===== src/rtl/ttv_pkg.sv =====
package ttv_pkg;
  typedef enum logic [2:0] {
    ST_IDLE,
    ST_SPAWN,
    ST_GATHER,
    ST_YRD,
    ST_ZWR
  } ttv_state_e;
endpackage


===== src/rtl/ttv_payload.sv =====
module ttv_payload #(
  parameter int DATA_W = 64,
  parameter int Q      = 4,
  parameter int IDX_W  = 2
) (
  input  logic              clk,
  input  logic              we,
  input  logic [IDX_W-1:0]  wslot,
  input  logic [DATA_W-1:0] wdata,
  input  logic [IDX_W-1:0]  rslot,
  output logic [DATA_W-1:0] rdata
);
  logic [DATA_W-1:0] ent [Q];

  for (genvar g = 0; g < Q; g++) begin : g_ent
    always_ff @(posedge clk) begin
      if (we && (wslot == IDX_W'(g))) ent[g] <= wdata;
    end
  end

  always_comb begin
    rdata = '0;
    for (int i = 0; i < Q; i++) begin
      if (rslot == IDX_W'(i)) rdata = ent[i];
    end
  end
endmodule


===== src/rtl/ttv_txn_ctr.sv =====
module ttv_txn_ctr #(
  parameter int TXN_W = 10
) (
  input  logic             clk,
  input  logic             rst_n,
  input  logic             clr,
  input  logic             inc,
  output logic [TXN_W-1:0] count
);
  always_ff @(posedge clk) begin
    if (!rst_n || clr) count <= '0;
    else if (inc)      count <= count + TXN_W'(1);
  end
endmodule


===== src/rtl/ttv_seq.sv =====
module ttv_seq
  import ttv_pkg::*;
#(
  parameter int ADDR_W = 10,
  parameter int CNT_W  = 8,
  parameter int Q      = 4,
  parameter int IDX_W  = 2
) (
  input  logic              clk,
  input  logic              rst_n,
  input  logic              cmd_valid,
  output logic              cmd_ready,
  input  logic [ADDR_W-1:0] base_x,
  input  logic [ADDR_W-1:0] base_y,
  input  logic [ADDR_W-1:0] base_z,
  input  logic [ADDR_W-1:0] stride,
  input  logic [CNT_W-1:0]  count,
  output logic              mem_req,
  output logic              mem_we,
  output logic [ADDR_W-1:0] mem_addr,
  output logic [IDX_W-1:0]  slot,
  output logic              cap_en,
  output logic [IDX_W-1:0]  cap_slot,
  output logic              txn_clr,
  output logic              txn_inc,
  output logic              done
);
  ttv_state_e        state;
  logic [ADDR_W-1:0] x_ptr, y_ptr, z_ptr, stride_r;
  logic [CNT_W-1:0]  remaining;
  logic [IDX_W-1:0]  idx, chunk_last;
  logic              accept, last_in_chunk;

  assign cmd_ready     = (state == ST_IDLE);
  assign accept        = cmd_valid && cmd_ready;
  assign last_in_chunk = (idx == chunk_last);

  assign mem_req  = (state == ST_GATHER) || (state == ST_YRD) || (state == ST_ZWR);
  assign mem_we   = (state == ST_ZWR);
  assign slot     = idx;
  assign txn_clr  = accept;
  assign txn_inc  = (state == ST_SPAWN) ||
                    ((state == ST_GATHER) && last_in_chunk) ||
                    ((state == ST_ZWR) && last_in_chunk);

  always_comb begin
    unique case (state)
      ST_GATHER: mem_addr = x_ptr;
      ST_YRD:    mem_addr = y_ptr;
      default:   mem_addr = z_ptr;
    endcase
  end

  always_ff @(posedge clk) begin
    if (!rst_n) begin
      state      <= ST_IDLE;
      x_ptr      <= '0;
      y_ptr      <= '0;
      z_ptr      <= '0;
      stride_r   <= '0;
      remaining  <= '0;
      idx        <= '0;
      chunk_last <= '0;
      cap_en     <= 1'b0;
      cap_slot   <= '0;
      done       <= 1'b0;
    end else begin
      done     <= 1'b0;
      cap_en   <= (state == ST_GATHER);
      cap_slot <= idx;
      unique case (state)
        ST_IDLE: begin
          if (accept) begin
            x_ptr     <= base_x;
            y_ptr     <= base_y;
            z_ptr     <= base_z;
            stride_r  <= stride;
            remaining <= count;
            if (count == '0) done  <= 1'b1;
            else             state <= ST_SPAWN;
          end
        end
        ST_SPAWN: begin
          idx <= '0;
          if (remaining > CNT_W'(Q)) begin
            chunk_last <= IDX_W'(Q - 1);
            remaining  <= remaining - CNT_W'(Q);
          end else begin
            chunk_last <= IDX_W'(remaining - CNT_W'(1));
            remaining  <= '0;
          end
          state <= ST_GATHER;
        end
        ST_GATHER: begin
          x_ptr <= x_ptr + stride_r;
          if (last_in_chunk) begin
            idx   <= '0;
            state <= ST_YRD;
          end else begin
            idx <= idx + IDX_W'(1);
          end
        end
        ST_YRD: begin
          y_ptr <= y_ptr + stride_r;
          state <= ST_ZWR;
        end
        ST_ZWR: begin
          z_ptr <= z_ptr + stride_r;
          if (last_in_chunk) begin
            if (remaining == '0) begin
              done  <= 1'b1;
              state <= ST_IDLE;
            end else begin
              state <= ST_SPAWN;
            end
          end else begin
            idx   <= idx + IDX_W'(1);
            state <= ST_YRD;
          end
        end
        default: state <= ST_IDLE;
      endcase
    end
  end
endmodule


===== src/rtl/ttv_adder.sv =====
module ttv_adder #(
  parameter int DATA_W = 64,
  parameter int ADDR_W = 10,
  parameter int CNT_W  = 8,
  parameter int Q      = 4,
  parameter int TXN_W  = CNT_W + 2
) (
  input  logic              clk,
  input  logic              rst_n,
  input  logic              cmd_valid,
  output logic              cmd_ready,
  input  logic [ADDR_W-1:0] cmd_base_x,
  input  logic [ADDR_W-1:0] cmd_base_y,
  input  logic [ADDR_W-1:0] cmd_base_z,
  input  logic [ADDR_W-1:0] cmd_stride,
  input  logic [CNT_W-1:0]  cmd_count,
  output logic              mem_req,
  output logic              mem_we,
  output logic [ADDR_W-1:0] mem_addr,
  output logic [DATA_W-1:0] mem_wdata,
  input  logic [DATA_W-1:0] mem_rdata,
  output logic              done,
  output logic [TXN_W-1:0]  txn_count
);
  localparam int IDX_W = (Q > 1) ? $clog2(Q) : 1;

  logic [IDX_W-1:0]  slot, cap_slot;
  logic              cap_en, txn_clr, txn_inc;
  logic [DATA_W-1:0] held_x;

  ttv_seq #(.ADDR_W(ADDR_W), .CNT_W(CNT_W), .Q(Q), .IDX_W(IDX_W)) u_seq (
    .clk       (clk),
    .rst_n     (rst_n),
    .cmd_valid (cmd_valid),
    .cmd_ready (cmd_ready),
    .base_x    (cmd_base_x),
    .base_y    (cmd_base_y),
    .base_z    (cmd_base_z),
    .stride    (cmd_stride),
    .count     (cmd_count),
    .mem_req   (mem_req),
    .mem_we    (mem_we),
    .mem_addr  (mem_addr),
    .slot      (slot),
    .cap_en    (cap_en),
    .cap_slot  (cap_slot),
    .txn_clr   (txn_clr),
    .txn_inc   (txn_inc),
    .done      (done)
  );

  ttv_payload #(.DATA_W(DATA_W), .Q(Q), .IDX_W(IDX_W)) u_payload (
    .clk   (clk),
    .we    (cap_en),
    .wslot (cap_slot),
    .wdata (mem_rdata),
    .rslot (slot),
    .rdata (held_x)
  );

  ttv_txn_ctr #(.TXN_W(TXN_W)) u_txn (
    .clk   (clk),
    .rst_n (rst_n),
    .clr   (txn_clr),
    .inc   (txn_inc),
    .count (txn_count)
  );

  assign mem_wdata = held_x + mem_rdata;
endmodule


===== config.mk =====
export PLATFORM = sky130hd
export DESIGN_NAME = ttv_adder
export DESIGN_NICKNAME = d
export VERILOG_FILES = /design/src/rtl/ttv_pkg.sv /design/src/rtl/ttv_payload.sv /design/src/rtl/ttv_txn_ctr.sv /design/src/rtl/ttv_seq.sv /design/src/rtl/ttv_adder.sv
export SDC_FILE = /design/constraint.sdc
export NUM_CORES = 1
export LEC_CHECK = 0
export ABC_CLOCK_PERIOD_IN_PS = 11100
export BUFFER_PORTS_ARGS = -buffer_cell sky130_fd_sc_hd__buf_2
export CELL_PAD_IN_SITES_DETAIL_PLACEMENT = 2
export CELL_PAD_IN_SITES_GLOBAL_PLACEMENT = 2
export CORE_MARGIN = 3
export CORE_UTILIZATION = 43
export CTS_BUF_LIST = sky130_fd_sc_hd__clkbuf_8 sky130_fd_sc_hd__clkbuf_16
export DETAILED_ROUTE_END_ITERATION = 10
export PLACE_DENSITY = 0.89
export SLEW_MARGIN = 30
export SYNTH_ARGS = -nofsm -noshare
export SYNTH_HDL_FRONTEND = slang
export SYNTH_HIERARCHICAL = 1
export SYNTH_SLANG_ARGS = --single-unit

===== constraint.sdc =====
create_clock -name clk -period 11.1 [get_ports clk]
set_clock_uncertainty 0.1 [all_clocks]
set_input_delay 3.33 -clock clk [delete_from_list [all_inputs] [get_ports clk]]
set_output_delay 3.33 -clock clk [all_outputs]
set_load 0.005 [all_outputs]

After elaboration in Yosys (flattened, before gate mapping):

Memories as Yosys holds them, arrays and structs flattened.
Index checks and enable logic that the tools add are counted.

* register bits after elaboration: 69
* RAM bits: 256
* output and inout bits: 88
* memories: 1

Memories
* u_payload.ent: depth 4, width 64, rd ports 4, clocked after memory_dff 0, write ports 1, RTL line ttv_payload.sv:13 `logic [DATA_W-1:0] ent [Q];`

* add/sub/neg operators: 8
* $lt $le $gt $ge: 1
* eq/ne operators: 15
* mux-type cells: 46
* reductions and logical operators: 33

Operators with widths (count)
* two-way mux 64 bit: 7
* OR reduction 64 bit: 3
* one-hot mux 10 bit (2 select lines): 4
* adder 64 bit: 1
* adder 10 bit: 3
* two-way mux 10 bit: 3
* zero test 8 bit: 2
* two-way mux 1 bit: 16
* two-way mux 8 bit: 2
* one-hot mux 8 bit (2 select lines): 1
* one-hot mux 3 bit (5 select lines): 1
* two-way mux 2 bit: 7
* AND reduction 2 bit: 6
* adder 10 x 1 -> 10 bit, second input constant: 1
* two-way mux 3 bit: 3
* equality test 2 bit, second input constant: 4
* > comparator 8 x 3 -> 1 bit, second input constant: 1
* nonzero test 2 bit: 4
* subtractor 8 x 3 -> 8 bit, second input constant: 1
* logical AND 1 bit: 7
* equality test 3 x 2 -> 1 bit, second input constant: 2
* one-hot mux 2 bit (3 select lines): 1
* logical OR 1 bit: 5
* equality test 2 x 1 -> 1 bit, second input constant: 2
* other kinds (13): 16

Longest topological paths before layout:

Gate-level depths: netlist of the first run.

* depth after elaboration: 8
* gate-level depth with buffers: 14
* gate-level depth less buffers: 12

Hierarchy:

Netlist of the first run, hierarchy kept.

Modules (own cells, without submodules)
* ttv_payload: instances 1, cells an instance 338, area an instance 9341.5 µm², sequential area each 7687.4 µm²
* ttv_seq: instances 1, cells an instance 519, area an instance 4007.6 µm², sequential area each 1181.1 µm²
* ttv_adder: instances 1, cells an instance 579, area an instance 3902.5 µm², sequential area each 0.0 µm²
* ttv_txn_ctr: instances 1, cells an instance 48, area an instance 440.4 µm², sequential area each 200.2 µm²

Worst setup path before layout of the first run:

Ideal clock, no wire load.

* path kind: input to output
* start: input mem_rdata[0]
* end: output mem_wdata[58]
* arrival: 5.567 ns
* data required time: 7.670 ns
* path slack: 2.103 ns
* cell stages on the path: 11
* cell sequence: ha_1 -> fa_1 -> a21o_1 -> nand4_1 -> a31o_1 -> a21oi_2 -> a41o_1 -> o31a_4 -> and4bb_1 -> nor3_2 -> xnor2_1

* cells in the longest elaborated chain, start to end: 1

Ends and longest elaborated chain
* start, declared: RTL line ttv_adder.sv:21 `input logic [DATA_W-1:0] mem_rdata,`
* adder 64 bit: RTL line ttv_adder.sv:69 `assign mem_wdata = held_x + mem_rdata;`
* end, declared: RTL line ttv_adder.sv:20 `output logic [DATA_W-1:0] mem_wdata,`

Every way passes these cells.

Final worst setup path of the first run:

* start: input mem_rdata[24]
* end: output mem_wdata[41]

The elaborated chain is that of the path after synthesis.

==> results by stage, run 1 <==
Run status:
- The flow ran to the end, and the final reports show no timing, DRC or antenna violations.

GRT:
- The met3 demand-to-capacity share in global routing is under 10%.
- The number of antenna violations at the first check in global routing is 7.
- The maximum number of pins on one net before global-route repair is between 60 and 70.
- met2 is the most crowded layer.
- After global routing the overflow that remains totals 0.
- In the global route stage, met2 resource usage came out at between 50% and 60%.
- The aggregate global-route resource usage is slightly below 30%.
- The via count of the first global-routing pass is between 15,000 and 20,000.
- The first-pass GRT wire length is around 100 mm.
- For this run, global-route usage on met1 was measured as a little over a third.

CTS:
- TritonCTS built the clock tree.
- The number of buffers on the longest clock path is 3.
- The number of buffers added by the clock tree synthesis step is 39.
- After clock tree synthesis, the repair step resized 0 gates.
- The post-CTS setup repair buffer count is 0.
- The clock-pin slew on the worst setup and hold paths is 60 ps.
- The clock net sink count is 325.
- After clock tree synthesis, the flow added hold-fix buffers numbering 0.
- In this run the number of H-tree levels came out at 2.
- The buffer cell driving the clock tree root is sky130_fd_sc_hd__clkbuf_16.
- At the later pin of the worst-skew pair, clock insertion delay measures roughly 540 ps.

Finish:
- The fraction of final layout cells with drive strength greater than 1 is between 20% and 30%.
- The fraction of the core area covered by cells at the end of the flow is 50.4%.
- The area growth from synthesis to layout is 14.5%.
- The layout net count is around 1,900.

Critical path:
- The worst setup path is launched from an input pin.
- The critical path goes through buf_2 -> ha_1 -> a21oi_1 -> o21ai_0 -> a221oi_1 -> nand2_1 -> o21ai_1 -> o21ai_1 -> a21boi_1 -> o21ai_1 -> xor2_1 -> buf_2.
- The number of cells on the worst reg-to-reg path is 7.
- Among the stages of the critical path, the cell type that occurs most often is sky130_fd_sc_hd__o21ai_1.
- The worst setup path is captured at an output pin.
- The largest fanout on the critical path is 7.
- The highest-delay cell along the critical path is sky130_fd_sc_hd__a221oi_1.
- The largest stage delay on the critical path is 630 ps.
- The critical path is of the input pin to output pin type.
- The arrival time reported for the critical path endpoint is between 6000 and 7000 ps.
- The required time of the critical path is between 7000 and 8000 ps.

Synthesis:
- The post-synthesis sequential area ratio is 51.3%.
- The average cell area after synthesis is 11.9 um2.
- sky130_fd_sc_hd__edfxtp_1 takes more of the synthesized area than any other cell.
- The synthesized netlist occupies a cell area of about 0.018 mm2.
- The number of nets in the synthesized netlist is about 1,700.
- The netlist uses 86 different library cells.
- The count of flip-flops with a built-in enable after synthesis is between 200 and 300.
- For this run, the number of Yosys warnings is 6.
- In the post-synthesis netlist, the biggest area contributors are sky130_fd_sc_hd__edfxtp_1, sky130_fd_sc_hd__dfxtp_1, sky130_fd_sc_hd__mux4_2.
- The flip-flop and latch count after synthesis is approximately 330.
- In the synthesized netlist the async set-or-reset flop fraction comes to 0%.
- The most used flip-flop cell after synthesis is sky130_fd_sc_hd__edfxtp_1.
- After technology mapping, the gate count stands at ~1,500.
- Of the post-synthesis cell area, the dominant cell type holds a little over two fifths.

Timing:
- The final critical path takes up ~92% of the cycle.
- Setup repair after global routing left no endpoint under its margin.
- The clock period could shrink to between 10,000 and 15,000 ps.
- Based on the critical path, the design can be clocked at up to roughly 97 MHz.
- The number of endpoints with negative hold slack in the final report is 0.
- Final hold analysis gives a worst-case slack of between 300 and 400 ps.
- The final-report max-slew violation count is 0.
- Headroom to the max-slew limit came out at between 40% and 50%.
- For the final routed database, the setup TNS stands at 0 ps.
- The count of final setup violators is 0.
- The smallest setup slack after layout is approximately 830 ps.
- The slew at the pin with the worst max-slew slack is ~860 ps.

Drt:
- The overall routed net length is roughly 66 mm.
- In the final routed layout, each cell accounts on average for 29.8 um.
- The per-cell via count in the routed design is about 6.4.
- For this block, the initial DRC count from the detailed router was 1,182.
- For this run, the detailed router's first-pass iteration total came to 5.
- The number of remaining DRC errors is 0.
- The final antenna-violating net count is 0.
- The total via count after detailed routing is between 10,000 and 15,000.

Job:
- Across the run, the number of max-cap violations was 0.

Die:
- The die is between 200 and 250 um tall.
- The die is between 200 and 250 um wide.
- Row generation in the floorplan step produced 73 rows.
- ~200 I/O pins were placed.
- The starting density of the core is between 40% and 50%.
- The core region is around 0.040 mm2.
- The die area is around 0.044 mm2.

Placed design:
- Port buffering added just over 200 buffers.
- The wire-length estimate of the detail-placed layout is approximately 44 mm.
- Prior to clock tree synthesis, the placed netlist has a worst setup slack of between 1000 and 1500 ps.
- The final weighted congestion in routability-driven placement is just under 0.9.

Pwr:
- Dividing total power by cell area gives a power density of 219 mW/mm2.
- The worst-case IR drop observed on VDD is 0.158 mV.
- In this run the static leakage power is around 7.8 nW.
- The total power of the final layout is approximately 4.4 mW.

Worst hold path:
- The cell count of the worst hold path is 2.
- The min-delay analysis places its worst path in the category flop to flop.
==> sequential cells by signal, indices dropped and copies added, names as in the netlist <==
signal,cells
u_seq/done,1
u_txn/count,10
u_seq/z_ptr,10
u_seq/stride_r,10
u_seq/cap_en,1
u_seq/remaining,8
u_seq/slot,2
u_seq/cap_slot,2
u_seq/chunk_last,2
u_seq/y_ptr,10
u_seq/x_ptr,10
u_seq/state,3
u_payload/ent,256
==> metrics by stage <==
stage                     cells  area (um2)
after floorplan            1484       17700
after global placement     2146       19000
after detailed placement   2146       19000
after CTS                  2212       20200
after global routing       2218       20300
final                      2220       20300
==> worst paths after layout <==
| path | startpoint | to | slack [ps] |
|---|---|---|---|
| hold reg to reg | u_txn/count[9] | u_txn/count[9] | 380 |
| hold / removal | u_txn/count[9] | u_txn/count[9] | 380 |
| setup reg to reg | u_seq/slot[0] | u_txn/count[8] | 8250 |
| setup / recovery | mem_rdata[24] | mem_wdata[41] | 830 |
==> cells by family after synthesis <==
logic type	count (synthesis)	share of synthesized area (%)
adders and majority gates	99	7.17
muxes	75	8.85
and+or+nand+nor	412	11.6
xor gates and xnor gates	90	4.46
DFF	325	51.3
buffers and inverters	119	3.53
AOI/OAI and AO/OA	364	13.1
==> final cells by class <==
type	count	area (um2)
Sequential cell	325	9080
Clock buffer	43	1060
Antenna cell	8	20.0
Clock inverter	23	163
Timing Repair Buffer	213	1110
Inverter	43	161
Tap cell	525	657
Fill cell	4014	19900
Multi-Input combinational cell	1040	8010
==> placed cells by master, fill, tap and decap left out, types with 32 or more instances in the layout <==
cell type,count
sky130_fd_sc_hd__dfxtp_1,67
sky130_fd_sc_hd__edfxtp_1,256
sky130_fd_sc_hd__xor2_1,39
sky130_fd_sc_hd__buf_2,201
sky130_fd_sc_hd__a21oi_1,119
sky130_fd_sc_hd__nand2_1,169
sky130_fd_sc_hd__clkbuf_16,42
sky130_fd_sc_hd__o21ai_0,73
sky130_fd_sc_hd__nand3_1,40
sky130_fd_sc_hd__ha_1,95
sky130_fd_sc_hd__inv_1,53
sky130_fd_sc_hd__mux4_2,60
sky130_fd_sc_hd__xnor2_1,51
sky130_fd_sc_hd__nand4_1,32
sky130_fd_sc_hd__nor2_1,55
==> routing by layer <==
metal,part of all wire (%),up-vias,routed length (um)
met3,6.4,190,4240
met1,39,7243,25500
met2,50,692,33200
li1,-,5998,-
met5,0,-,0
met4,4.8,0,3210
==> power breakdown <==
part / switching [mW] / internal, mW / leakage, nW
clock network: 0.537 / 0.732 / 0.631
logic: 1.04 / 0.630 / 4.30
registers: 0.0974 / 1.41 / 2.87
==> worst max-delay path, delay by kind of cell <==
| family | cells | cell delay (ps) |
|---|---|---|
| AOI/OAI and AO/OA | 7 | 2310 |
| xor gates and xnor gates | 1 | 260 |
| adders and majority gates | 1 | 420 |
| buffers and inverters | 2 | 290 |
| and+or+nand+nor | 1 | 210 |
==> cells in the mapped netlist, drive strengths merged (14+ instances only) <==
cell type	instances
edfxtp	256
nand2	171
a21oi	122
ha	95
o21ai	84
dfxtp	69
mux4	64
nor2	55
xnor2	51
inv	42
buf	41
nand3	40
xor2	39
clkbuf	35
nand4	34
a21o	29
nor2b	20
a31oi	17
and3	17
nor3	16
o21bai	16
a21boi	14
No activity file was read; power rests on OpenSTA's default activity.
==> run 2, diff against run 1 <==
--- a/config.mk
+++ b/config.mk
@@ -5,15 +5,14 @@
 export SDC_FILE = /design/constraint.sdc
 export NUM_CORES = 1
 export LEC_CHECK = 0
+export ABC_AREA = 1
 export ABC_CLOCK_PERIOD_IN_PS = 11100
 export BUFFER_PORTS_ARGS = -buffer_cell sky130_fd_sc_hd__buf_2
-export CELL_PAD_IN_SITES_DETAIL_PLACEMENT = 2
-export CELL_PAD_IN_SITES_GLOBAL_PLACEMENT = 2
 export CORE_MARGIN = 3
-export CORE_UTILIZATION = 43
+export CORE_UTILIZATION = 45
 export CTS_BUF_LIST = sky130_fd_sc_hd__clkbuf_8 sky130_fd_sc_hd__clkbuf_16
 export DETAILED_ROUTE_END_ITERATION = 10
-export PLACE_DENSITY = 0.89
+export PLACE_DENSITY = 0.66
 export SLEW_MARGIN = 30
 export SYNTH_ARGS = -nofsm -noshare
 export SYNTH_HDL_FRONTEND = slang
==> run 2 against run 1 <==
Clock power is 5% lower. Flip-flop and latch count stayed put. Synthesized area is 16% higher. Fmax up 16%. Count of clock-buffer cells in the layout decreased by 4. Critical path depth is 4 higher. Non-clock buffer count grew 3. Synthesized cell count up 78%. Largest cell class is now multi-input combinational cells. Critical endpoint is now mem_wdata[62]. Sequential share of layout area fell by 5.5 points. Global-route usage is 5.6 points lower. Worst setup slack gained 1400 ps. Via count is 26% higher.
==> results by stage, run 2 <==
Synthesis:
- After synthesis, the most frequently instantiated cells are sky130_fd_sc_hd__nand2_1, sky130_fd_sc_hd__inv_1, sky130_fd_sc_hd__nand3_1.
- The post-synthesis sequential area ratio came to 44.1% (-7.2 points).
- The biggest area consumer among synthesized cells is sky130_fd_sc_hd__edfxtp_1.
- The number of nets in the synthesized netlist is 2,849 (+68%).
- The number of warnings printed during yosys synthesis is 6 (unchanged).
- The dominant register cell in the synthesized netlist is sky130_fd_sc_hd__edfxtp_1.
- The synthesized cell area came to 0.0206 mm2 (+16%).
- The count of flip-flops with a built-in enable after synthesis was 256 (unchanged).
- In the post-synthesis netlist, the cell with the most instances is sky130_fd_sc_hd__nand2_1.
- The flip-flop and latch count after synthesis came to 325 (unchanged).
- The cell count after synthesis is 2,635 (+78%).
- The post-synthesis async set-or-reset flop share is 0% (unchanged).
- The portion of synthesized cell area occupied by the leading cell type is 37.4% (-6.1 points).
- The average cell area after synthesis was 7.80 um2 (-35%).
- Ranked by total cell area, the synthesized netlist is headed by sky130_fd_sc_hd__edfxtp_1, sky130_fd_sc_hd__nand2_1, sky130_fd_sc_hd__nand3_1.
- The distinct cell type count after synthesis is 46 (-47%).

Die:
- The die width is 220 um (+5.2%).
- The vertical die dimension came to 220 um (+5.2%).
- The row count is 77 (+5.5%).
- The area of the placeable core is 0.0447 mm2 (+11%).
- The I/O pin total is 203 (unchanged).
- The die area was 0.0483 mm2 (+11%).
- The starting density of the core is 46.0% (+2.0 points).

Placed design:
- The HPWL after detailed placement is 44.2 mm (+0.50%).
- The placed instance count is 3,379 (+57%).
- The number of port buffers is 202 (unchanged).
- The final weighted congestion in routability-driven placement came to 0.940 (+8.4%).

Finish:
- The flip-flop count of the largest register after layout was 256 (unchanged).
- The number of standard cells in the layout, taps in and fillers out is 3,451 (+55%).
- The fraction of the core area covered by cells at the end of the flow is 51.6% (+1.2 points).
- The register with the most flip-flops in the final layout is u_payload/ent.
- Relative to the synthesized area, the layout overhead comes to 12.3%.
- The layout net count is 3,040 (+62%).
- The fraction of final layout cells with drive strength greater than 1 is 13.8% (-7.5 points).
- The number of fill cells in the layout is 4,360 (+8.6%).
- The most common library cell in the layout ignoring fill and taps is sky130_fd_sc_hd__nand2_1.
- In the layout the commonest cells are sky130_fd_sc_hd__nand2_1, sky130_fd_sc_hd__inv_1, sky130_fd_sc_hd__nand3_1.
- The area of the multi-input gates is 0.00944 mm2 (+18%).
- The sequential cell area in the final layout is 0.00908 mm2 (unchanged).

Drt:
- The routed wire length per instance came to 17.1 um (-43%).
- The number of remaining DRC errors is 0 (unchanged).
- The total via count after detailed routing came to 17,900 (+26%).
- The first-iteration detailed-routing DRC count was 1,372 (+16%).
- The per-cell via count in the routed design came to 5.17 (-19%).
- The number of detailed-route iterations in the first pass is 5 (unchanged).
- The final antenna-violating net count was 0 (unchanged).
- The overall routed net length is 59.0 mm (-11%).

Critical path:
- The arrival time reported for the critical path endpoint is 5430 ps (-1410 ps).
- The critical path launch point type is an input pin.
- The critical path class is input pin to output pin.
- The required time of the critical path is 7670 ps (about the same).
- The worst setup path is captured at an output pin.
- The largest fanout on the critical path is 5 (-2).

Timing:
- The number of endpoints with negative hold slack in the final report is 0 (unchanged).
- The shortest clock period the worst path allows after layout is 8860 ps (-1410 ps).
- The count of final setup violators is 0 (unchanged).
- The slew at the pin with the worst max-slew slack is 861 ps (+4.24 ps).
- The smallest hold slack is 378 ps (-1.85 ps).
- The maximum operating frequency is 113 MHz (+16%).
- Setup repair after global routing left no endpoint under its margin.
- The final-report max-slew violation count is 0 (unchanged).
- The share of the clock period used by the worst path after layout is 79.8% (-13 points).
- The setup TNS is 0 ps (unchanged).
- The max-slew headroom at the worst pin is 42.6% (-0.28 points).

CTS:
- The buffer cell driving the clock tree root is sky130_fd_sc_hd__clkbuf_16.
- The count of cells resized by post-cts repair is 0 (unchanged).
- The post-CTS setup repair buffer count is 0 (unchanged).
- The clock-pin slew on the worst setup and hold paths was 60 ps (about the same).
- The number of buffers added by the clock tree synthesis step was 37 (-5.1%).
- The number of buffers on the longest clock path is 3 (unchanged).
- The maximum level of the CTS H-tree came to 2 (unchanged).
- The cts-stage hold buffer count is 0 (unchanged).
- The clock tree from TritonCTS is done.
- The source-to-sink clock delay at the later pin of the worst-skew pair is 560 ps (+20 ps).
- The clock net sink count is 325 (unchanged).

Pwr:
- The clock network fraction of total power is 27.3% (-1.3 points).
- The highest ir drop seen on vdd is 0.212 mV (+34%).
- The share of total power in sequential cells is 33.0% (-0.8 points).
- The internal cell power is 2.68 mW (-3.3%).
- The proportion of total power due to net switching is 39.6% (+1.9 points).
- The combinational cell fraction of total power came to 39.6% (+2.0 points).
- The leakage power is 10.8 nW (+38%).
- The power spent charging and discharging nets came to 1.75 mW (+4.7%).
- The power density over the cells is 192 mW/mm2 (-12%).

GRT:
- The maximum number of pins on one net before global-route repair is 73 (+12%).
- The remaining global-route overflow is 0 (unchanged).
- The via count of the first global-routing pass is 17,000 (+8.0%).
- The first-pass GRT wire length is 91.2 mm (-9.6%).
- The number of antenna violations at the first check in global routing came to 8 (+1).
- The aggregate global-route resource usage is 24.2% (-5.6 points).

Worst hold path:
- The path type of the worst min-delay path is flop to flop.

Run status:
- The run finished with clean final reports.

Job:
- The max-capacitance violation count is 0 (unchanged).
[run 2: cell count changes after synthesis, moves of 46 or more]
| cell | delta |
|---|---|
| sky130_fd_sc_hd__inv_1 | +334 |
| sky130_fd_sc_hd__mux4_2 | -60 |
| sky130_fd_sc_hd__nand2_1 | +701 |
| sky130_fd_sc_hd__nand3_1 | +262 |
| sky130_fd_sc_hd__nand4_1 | +50 |
| sky130_fd_sc_hd__nor2_1 | +109 |
| sky130_fd_sc_hd__o21ai_0 | -46 |
| sky130_fd_sc_hd__xnor2_1 | -47 |
[run 2: logic make-up (layout without fill, tap and decap cells)]
| group | Yosys count | in the layout | synth area share [%] |
|---|---|---|---|
| simple gates | 1541 | 1541 | 33.2 |
| buf+inv | 455 | 674 | 10.1 |
| flops | 325 | 325 | 44.1 |
| compound gates | 168 | 168 | 4.42 |
| fa+ha+maj | 99 | 99 | 6.17 |
| xor+xnor | 47 | 47 | 2.00 |
| other cells | 0 | 5 | 0 |
[run 2: power by group through the flow]
stage,registers [mW],clock network [mW],logic (mW)
2_1_floorplan,1.46,0,1.19
3_3_place_gp,1.48,0,1.73
3_5_place_dp,1.49,0,1.75
4_1_cts,1.46,1.24,1.75
5_1_grt,1.47,1.28,1.96
6_report,1.46,1.21,1.75
[run 2: layer usage]
metal	vias to the layer above	wire, um	part of all wire [%]	track usage, %
met3	100	3970	6.7	3.74
met5	-	51	0.086	0
li1	8970	-	-	-
met1	8238	26200	44	32.8
met2	542	27000	46	39.4
met4	6	1830	3.1	8.59
[run 2: worst paths after layout]
kind	to	start	depth (start not counted)	slack, ps
max	mem_wdata[62]	mem_rdata[0]	16	2240
min	u_seq/chunk_last[0]	u_seq/remaining[0]	1	380
max reg2reg	u_txn/count[8]	u_seq/slot[1]	10	7620
min reg2reg	u_seq/chunk_last[0]	u_seq/remaining[0]	1	380
[run 2: worst max-delay path: stages]
cell	delay, ps
sky130_fd_sc_hd__buf_2	130
sky130_fd_sc_hd__ha_1	270
sky130_fd_sc_hd__fa_1	460
sky130_fd_sc_hd__nand3_1	130
sky130_fd_sc_hd__nand3_2	110
sky130_fd_sc_hd__nand2_1	100
sky130_fd_sc_hd__nand2_2	80
sky130_fd_sc_hd__nand2_1	60
sky130_fd_sc_hd__nand2_1	120
sky130_fd_sc_hd__nand2_1	120
sky130_fd_sc_hd__nand2_2	130
sky130_fd_sc_hd__nand2_1	110
sky130_fd_sc_hd__nand2_1	50
sky130_fd_sc_hd__nand2_1	50
sky130_fd_sc_hd__nand2_1	50
sky130_fd_sc_hd__buf_2	120
[run 2: layout make-up]
class | instances | area share [%]
Clock buffer | 39 | 4.23
Sequential cell | 325 | 39.3
Inverter | 391 | 6.44
Clock inverter | 28 | 1.03
Tap cell | 592 | 3.21
Timing Repair Buffer | 216 | 4.83
Antenna cell | 5 | 0.0542
Multi-Input combinational cell | 1855 | 40.9
[run 2: through the flow]
step	worst slack, ps	cell area, um2	power, mW
6_report	2240	23100	4.43
5_1_grt	2120	23100	4.72
2_1_floorplan	2890	20600	2.64
3_5_place_dp	2250	21900	3.23
3_3_place_gp	2300	21900	3.22
4_1_cts	2250	23100	4.45
